**src/rtl/hsbuf_pkg.sv**
```systemverilog
package hsbuf_pkg;

  typedef struct packed {
    logic [7:0] depth;
    logic       flow;
    logic       pipe;
  } qcfg_t;

  typedef enum logic [1:0] {CFG_ALL, CFG_BY_DIR, CFG_PER_CH} cfg_mode_e;

  localparam qcfg_t QCFG_DEFAULT = '{depth: 8'd2, flow: 1'b0, pipe: 1'b0};
  localparam qcfg_t QCFG_NONE    = '{depth: 8'd0, flow: 1'b0, pipe: 1'b0};
  localparam qcfg_t QCFG_FLOW    = '{depth: 8'd1, flow: 1'b1, pipe: 1'b0};
  localparam qcfg_t QCFG_PIPE    = '{depth: 8'd1, flow: 1'b0, pipe: 1'b1};

  // bare entry count -> setting with both options off
  function automatic qcfg_t qcfg_depth(int unsigned d);
    qcfg_t c;
    c.depth = d[7:0];
    c.flow  = 1'b0;
    c.pipe  = 1'b0;
    return c;
  endfunction

  function automatic qcfg_t qcfg_pick(cfg_mode_e mode, qcfg_t all_q, qcfg_t grp_q, qcfg_t own_q);
    case (mode)
      CFG_ALL:    return all_q;
      CFG_BY_DIR: return grp_q;
      default:    return own_q;
    endcase
  endfunction

endpackage

```
**src/rtl/hsbuf_chan.sv**
```systemverilog
module hsbuf_chan #(
  parameter int unsigned W     = 8,
  parameter int unsigned DEPTH = 2,
  parameter bit          FLOW  = 1'b0,
  parameter bit          PIPE  = 1'b0
) (
  input  logic         clk_i,
  input  logic         rst_ni,
  input  logic         in_valid_i,
  output logic         in_ready_o,
  input  logic [W-1:0] in_data_i,
  output logic         out_valid_o,
  input  logic         out_ready_i,
  output logic [W-1:0] out_data_o
);

  if (DEPTH == 0) begin : g_wire
    assign out_valid_o = in_valid_i;
    assign out_data_o  = in_data_i;
    assign in_ready_o  = out_ready_i;
  end else begin : g_q
    localparam int unsigned CW = $clog2(DEPTH + 1);
    localparam int unsigned PW = (DEPTH > 1) ? $clog2(DEPTH) : 1;

    logic [W-1:0]  mem_q [DEPTH];
    logic [PW-1:0] wr_q, rd_q;
    logic [CW-1:0] cnt_q;
    logic          empty, full, bypass, push, pop;

    assign empty  = (cnt_q == '0);
    assign full   = (cnt_q == CW'(DEPTH));
    // flow: item skips storage when it can leave right away
    assign bypass = FLOW && empty && in_valid_i && out_ready_i;

    assign out_valid_o = !empty || (FLOW && in_valid_i);
    assign out_data_o  = (FLOW && empty) ? in_data_i : mem_q[rd_q];
    // pipe: a same-cycle dequeue frees a slot for the incoming item
    assign in_ready_o  = !full || (PIPE && out_ready_i);

    assign push = in_valid_i && in_ready_o && !bypass;
    assign pop  = out_valid_o && out_ready_i && !empty;

    always_ff @(posedge clk_i) begin
      if (push) mem_q[wr_q] <= in_data_i;
    end

    always_ff @(posedge clk_i or negedge rst_ni) begin
      if (!rst_ni) begin
        wr_q  <= '0;
        rd_q  <= '0;
        cnt_q <= '0;
      end else begin
        if (push) wr_q <= (wr_q == PW'(DEPTH - 1)) ? '0 : wr_q + 1'b1;
        if (pop)  rd_q <= (rd_q == PW'(DEPTH - 1)) ? '0 : rd_q + 1'b1;
        case ({push, pop})
          2'b10:   cnt_q <= cnt_q + 1'b1;
          2'b01:   cnt_q <= cnt_q - 1'b1;
          default: cnt_q <= cnt_q;
        endcase
      end
    end

    p_hold_r6: assert property (@(posedge clk_i) disable iff (!rst_ni)
      out_valid_o && !out_ready_i |=> out_valid_o && $stable(out_data_o));

    p_no_overflow_r3: assert property (@(posedge clk_i) disable iff (!rst_ni)
      full && !out_ready_i |-> !in_ready_o);

    if (PIPE) begin : g_pipe_chk
      p_pipe_rate_r5: assert property (@(posedge clk_i) disable iff (!rst_ni)
        out_valid_o && out_ready_i |-> in_ready_o);
    end

    if (FLOW) begin : g_flow_chk
      p_flow_pass_r4: assert property (@(posedge clk_i) disable iff (!rst_ni)
        in_valid_i |-> out_valid_o);
    end
  end

endmodule

```
**src/rtl/hsbuf_link.sv**
```systemverilog
module hsbuf_link
  import hsbuf_pkg::*;
#(
  parameter int unsigned AW_W     = 32,
  parameter int unsigned W_W      = 32,
  parameter int unsigned B_W      = 8,
  parameter int unsigned AR_W     = 32,
  parameter int unsigned R_W      = 40,
  parameter cfg_mode_e   MODE     = CFG_ALL,
  parameter qcfg_t       CFG_ALL_Q = QCFG_DEFAULT,
  parameter qcfg_t       CFG_REQ_Q = QCFG_DEFAULT,
  parameter qcfg_t       CFG_RSP_Q = QCFG_DEFAULT,
  parameter qcfg_t       CFG_AW_Q  = QCFG_DEFAULT,
  parameter qcfg_t       CFG_W_Q   = QCFG_DEFAULT,
  parameter qcfg_t       CFG_B_Q   = QCFG_DEFAULT,
  parameter qcfg_t       CFG_AR_Q  = QCFG_DEFAULT,
  parameter qcfg_t       CFG_R_Q   = QCFG_DEFAULT
) (
  input  logic            clk_i,
  input  logic            rst_ni,
  input  logic            up_aw_valid_i,
  output logic            up_aw_ready_o,
  input  logic [AW_W-1:0] up_aw_data_i,
  output logic            dn_aw_valid_o,
  input  logic            dn_aw_ready_i,
  output logic [AW_W-1:0] dn_aw_data_o,
  input  logic            up_w_valid_i,
  output logic            up_w_ready_o,
  input  logic [W_W-1:0]  up_w_data_i,
  output logic            dn_w_valid_o,
  input  logic            dn_w_ready_i,
  output logic [W_W-1:0]  dn_w_data_o,
  input  logic            dn_b_valid_i,
  output logic            dn_b_ready_o,
  input  logic [B_W-1:0]  dn_b_data_i,
  output logic            up_b_valid_o,
  input  logic            up_b_ready_i,
  output logic [B_W-1:0]  up_b_data_o,
  input  logic            up_ar_valid_i,
  output logic            up_ar_ready_o,
  input  logic [AR_W-1:0] up_ar_data_i,
  output logic            dn_ar_valid_o,
  input  logic            dn_ar_ready_i,
  output logic [AR_W-1:0] dn_ar_data_o,
  input  logic            dn_r_valid_i,
  output logic            dn_r_ready_o,
  input  logic [R_W-1:0]  dn_r_data_i,
  output logic            up_r_valid_o,
  input  logic            up_r_ready_i,
  output logic [R_W-1:0]  up_r_data_o
);

  localparam qcfg_t AW_C = qcfg_pick(MODE, CFG_ALL_Q, CFG_REQ_Q, CFG_AW_Q);
  localparam qcfg_t W_C  = qcfg_pick(MODE, CFG_ALL_Q, CFG_REQ_Q, CFG_W_Q);
  localparam qcfg_t AR_C = qcfg_pick(MODE, CFG_ALL_Q, CFG_REQ_Q, CFG_AR_Q);
  localparam qcfg_t B_C  = qcfg_pick(MODE, CFG_ALL_Q, CFG_RSP_Q, CFG_B_Q);
  localparam qcfg_t R_C  = qcfg_pick(MODE, CFG_ALL_Q, CFG_RSP_Q, CFG_R_Q);

  hsbuf_chan #(.W(AW_W), .DEPTH(int'(AW_C.depth)), .FLOW(AW_C.flow), .PIPE(AW_C.pipe)) u_aw (
    .clk_i, .rst_ni,
    .in_valid_i(up_aw_valid_i), .in_ready_o(up_aw_ready_o), .in_data_i(up_aw_data_i),
    .out_valid_o(dn_aw_valid_o), .out_ready_i(dn_aw_ready_i), .out_data_o(dn_aw_data_o));

  hsbuf_chan #(.W(W_W), .DEPTH(int'(W_C.depth)), .FLOW(W_C.flow), .PIPE(W_C.pipe)) u_w (
    .clk_i, .rst_ni,
    .in_valid_i(up_w_valid_i), .in_ready_o(up_w_ready_o), .in_data_i(up_w_data_i),
    .out_valid_o(dn_w_valid_o), .out_ready_i(dn_w_ready_i), .out_data_o(dn_w_data_o));

  hsbuf_chan #(.W(B_W), .DEPTH(int'(B_C.depth)), .FLOW(B_C.flow), .PIPE(B_C.pipe)) u_b (
    .clk_i, .rst_ni,
    .in_valid_i(dn_b_valid_i), .in_ready_o(dn_b_ready_o), .in_data_i(dn_b_data_i),
    .out_valid_o(up_b_valid_o), .out_ready_i(up_b_ready_i), .out_data_o(up_b_data_o));

  hsbuf_chan #(.W(AR_W), .DEPTH(int'(AR_C.depth)), .FLOW(AR_C.flow), .PIPE(AR_C.pipe)) u_ar (
    .clk_i, .rst_ni,
    .in_valid_i(up_ar_valid_i), .in_ready_o(up_ar_ready_o), .in_data_i(up_ar_data_i),
    .out_valid_o(dn_ar_valid_o), .out_ready_i(dn_ar_ready_i), .out_data_o(dn_ar_data_o));

  hsbuf_chan #(.W(R_W), .DEPTH(int'(R_C.depth)), .FLOW(R_C.flow), .PIPE(R_C.pipe)) u_r (
    .clk_i, .rst_ni,
    .in_valid_i(dn_r_valid_i), .in_ready_o(dn_r_ready_o), .in_data_i(dn_r_data_i),
    .out_valid_o(up_r_valid_o), .out_ready_i(up_r_ready_i), .out_data_o(up_r_data_o));

endmodule

```
**config.mk**
```make
export PLATFORM = sky130hd
export DESIGN_NAME = hsbuf_link
export DESIGN_NICKNAME = d
export VERILOG_FILES = /design/src/rtl/hsbuf_pkg.sv /design/src/rtl/hsbuf_chan.sv /design/src/rtl/hsbuf_link.sv
export SDC_FILE = /design/constraint.sdc
export NUM_CORES = 1
export LEC_CHECK = 0
export BUFFER_PORTS_ARGS = -buffer_cell sky130_fd_sc_hd__buf_2
export CAP_MARGIN = 10
export CORE_UTILIZATION = 55
export DETAILED_ROUTE_END_ITERATION = 8
export GPL_TIMING_DRIVEN = 0
export HOLD_SLACK_MARGIN = 0.12
export PLACE_DENSITY = 0.92
export SLEW_MARGIN = 20
export SYNTH_ARGS = -nofsm -noshare
export SYNTH_HDL_FRONTEND = slang
export SYNTH_SLANG_ARGS = --single-unit
```
**constraint.sdc**
```tcl
create_clock -name clk_i -period 8.5 [get_ports clk_i]
set_input_delay 0.85 -clock clk_i [delete_from_list [all_inputs] [get_ports clk_i]]
set_output_delay 0.85 -clock clk_i [all_outputs]
set_load 0.05 [all_outputs]
```
==> flow_summary.ini <==
[status]
status = finished clean

[logic_synthesis]
yosysMostFrequentCell = edfxtp_1
async_reset_ff_share_pct = 6.494
synth.top_cells.by_count = edfxtp_1 (288), mux2_2 (141), dfrtp_1 (20)
avgSynthCellArea_um2 = 21.36
synth_top_area_share_pct = 75.67
netlist_instances = 535
ys_warn_count = 0
netlist_area_um2 = 11430
syn_nets = 696
yosys-top-cells-area = edfxtp_1 (76%), mux2_2 (14%), dfrtp_1 (4.4%)
ys_types = 15
synth_area_leader_cell = edfxtp_1
synth-seq-cells = 308
synth-edff-count = 288
ys.flop_type = edfxtp_1
seq_area_frac_synth_pct = 80.05

[sta]
tightest_slew_ns = 0.7829
clock_skew_ns = 0.01212
tns_ns = 0
fin_crit_ns = 2.677
final-setup-viol-count = 0
relSlewSlack_pct = 47.81
hold_viol_final = 0
rsz0062_at_grt = false
period_share_pct = 31.49
slew_violations = 0
timing.fmax_ghz = 0.3736

[grt]
gr-total-overflow = 0
grt_pass1_wl_mm = 33.55
grt_max_degree = 33
grtUsageTotal_pct = 20.48
grt_pass1_vias = 6541
antenna_found_initial = 2

[placement]
io_buffers = 309
gp_congestion = 0.7524
hpwl_mm = 15.34

[critical_path]
cp-start-kind = flop
r2r_cells = 4
crit_type = flop to output pin
slowest_stage = mux2_2
r2r_end = u_r.g_q.mem_q[0][25]
critPathMaxFanout = 10
critical_path.endpoint_type = output pin
crit_chain = buf_2, buf_6, mux2_2, buf_2
r2r_slack_ns = 6.64
cp.required_ns = 7.65
crit_arrival_ns = 1.83
crit_top_cell = buf_2
slowest_delay_ns = 0.37
reg2reg_from = u_r.g_q.cnt_q[0]

[cts]
cts_tree = yes
postCtsSetupBuffers = 0
cts-root-buf = clkbuf_16
postCtsResizedCells = 0
cts_sinks = 308
insertion_delay_ns = 0.54
cts.path.max_buffers = 3
htreeDepth = 1
cts_buffers = 30
cts_hold_buf = 0
clk_pin_slew_ns = 0.06

[final_layout]
num-nets-final = 1042
utilization_pct = 71.25
drive_above_1_share_pct = 59.20
syn2layout_area_growth_pct = 26.55

[drt]
wl_per_cell_um = 18.81
totalWireLength_mm = 22.07
ant_nets = 0
drc = 0
viasPerCell = 5.174
drtPass1Iterations = 4
drt_iter0_markers = 312
via_count = 6069

[job]
timing.max_cap.violations = 0

[pwr]
switching_power_mw = 2.495
p_per_area_nw_per_um2 = 425.6
cellLeakagePower_nw = 5.560
p_comb_share_pct = 42.8
clock_power_share_pct = 21.5
swShare_pct = 40.53
seqPwrFrac_pct = 35.7
peakVddDrop_v = 0.0003101
p_int_mw = 3.660

[floorplan]
io_pins = 310
die_h_um = 146.2
die_x_um = 146.2
core-area_um2 = 20300
initial_core_util_pct = 56.30
die_area_um2 = 21360
rows = 52

[hold_path]
worstHoldPathType = input pin to asynchronous set/reset pin
[placed cells by master, fill, tap and decap left out, drive strengths merged]
cell    count
diode       1
clkbuf     39
bufinv      4
dfrtp      20
clkinv     10
buf       332
and2        5
nand2       5
xnor2      15
xor2       10
and3        5
ha          5
edfxtp    288
or2         5
nand2b      5
nor2       10
mux2      144
[sequential cells by signal (all words and copies together) (netlist names)]
| name | flops |
|---|---|
| u_aw.g_q.rd_q | 1 |
| u_aw.g_q.wr_q | 1 |
| u_r.g_q.wr_q | 1 |
| u_w.g_q.mem_q | 64 |
| u_ar.g_q.mem_q | 64 |
| u_b.g_q.rd_q | 1 |
| u_b.g_q.cnt_q | 2 |
| u_r.g_q.rd_q | 1 |
| u_ar.g_q.cnt_q | 2 |
| u_r.g_q.mem_q | 80 |
| u_aw.g_q.mem_q | 64 |
| u_r.g_q.cnt_q | 2 |
| u_w.g_q.wr_q | 1 |
| u_b.g_q.wr_q | 1 |
| u_aw.g_q.cnt_q | 2 |
| u_ar.g_q.wr_q | 1 |
| u_w.g_q.rd_q | 1 |
| u_ar.g_q.rd_q | 1 |
| u_w.g_q.cnt_q | 2 |
| u_b.g_q.mem_q | 16 |
[final cells by class]
type	instances	area, um^2
antenna	1	2.502
buffer	18	171.4
clock buffer	39	825.8
clock inverter	14	171.4
fill	1237	5837
multi-input combinational	209	2143
sequential	308	9149
tap	270	337.8
timing repair buffer	314	1662
[cells by family after synthesis]
kind of cell,Yosys count,synth area share [%]
fa+ha+maj,5,0.5474
flops,308,80.05
xor+xnor,25,1.916
mux,144,14.29
buf+inv,18,1.500
simple gates,35,1.697
[power groups by stage]
| stage | clock network (mW) | logic [mW] | registers, mW |
|---|---|---|---|
| floorplan | 0 | 2.06 | 2.19 |
| global placement | 0 | 2.55 | 2.21 |
| detailed placement | 0 | 2.64 | 2.23 |
| CTS | 1.35 | 2.66 | 2.20 |
| global route | 1.40 | 2.75 | 2.23 |
| finish | 1.32 | 2.64 | 2.20 |
[stage by stage]
stage / setup slack [ns] / hold slack [ns] / power, mW / instance area, um^2 / instances
4_1_cts: 5.782 / 0.2797 / 6.206 / 14460 / 1172
6_report: 5.823 / 0.2731 / 6.155 / 14460 / 1173
5_1_grt: 5.733 / 0.2965 / 6.376 / 14460 / 1173
2_1_floorplan: 5.299 / 0.4564 / 4.255 / 11430 / 535
3_5_place_dp: 6.255 / 0.4752 / 4.872 / 13460 / 1119
3_3_place_gp: 4.448 / 0.4711 / 4.765 / 13310 / 1114
[worst max-delay path: cells and delay by family, from the launching register on]
family	cells	cell delay (ns)
buffers and inverters	3	0.60
flip-flops	1	0.32
multiplexers	1	0.37
[layer usage]
layer / GRT usage [%] / vias up / routed length (um)
met1: 22.16 / 2975 / 7776
met3: 5.844 / 61 / 1608
li1: - / 2775 / -
met5: 0 / - / 10
met4: 8.438 / 2 / 874
met2: 37.50 / 256 / 11800
[worst max-delay path by stage]
stage / startpoint / to / slack, ns
after floorplan: u_r.g_q.cnt_q[0] / u_r.g_q.mem_q[0][0] / 5.30
after global placement: dn_r_valid_i / u_r.g_q.mem_q[0][24] / 4.45
after detailed placement: dn_r_valid_i / u_r.g_q.mem_q[0][27] / 6.25
after CTS: u_w.g_q.rd_q / dn_w_data_o[11] / 5.78
after global routing: u_w.g_q.rd_q / dn_w_data_o[11] / 5.73
final: u_w.g_q.rd_q / dn_w_data_o[11] / 5.82
No activity file was read; power rests on OpenSTA's default activity.
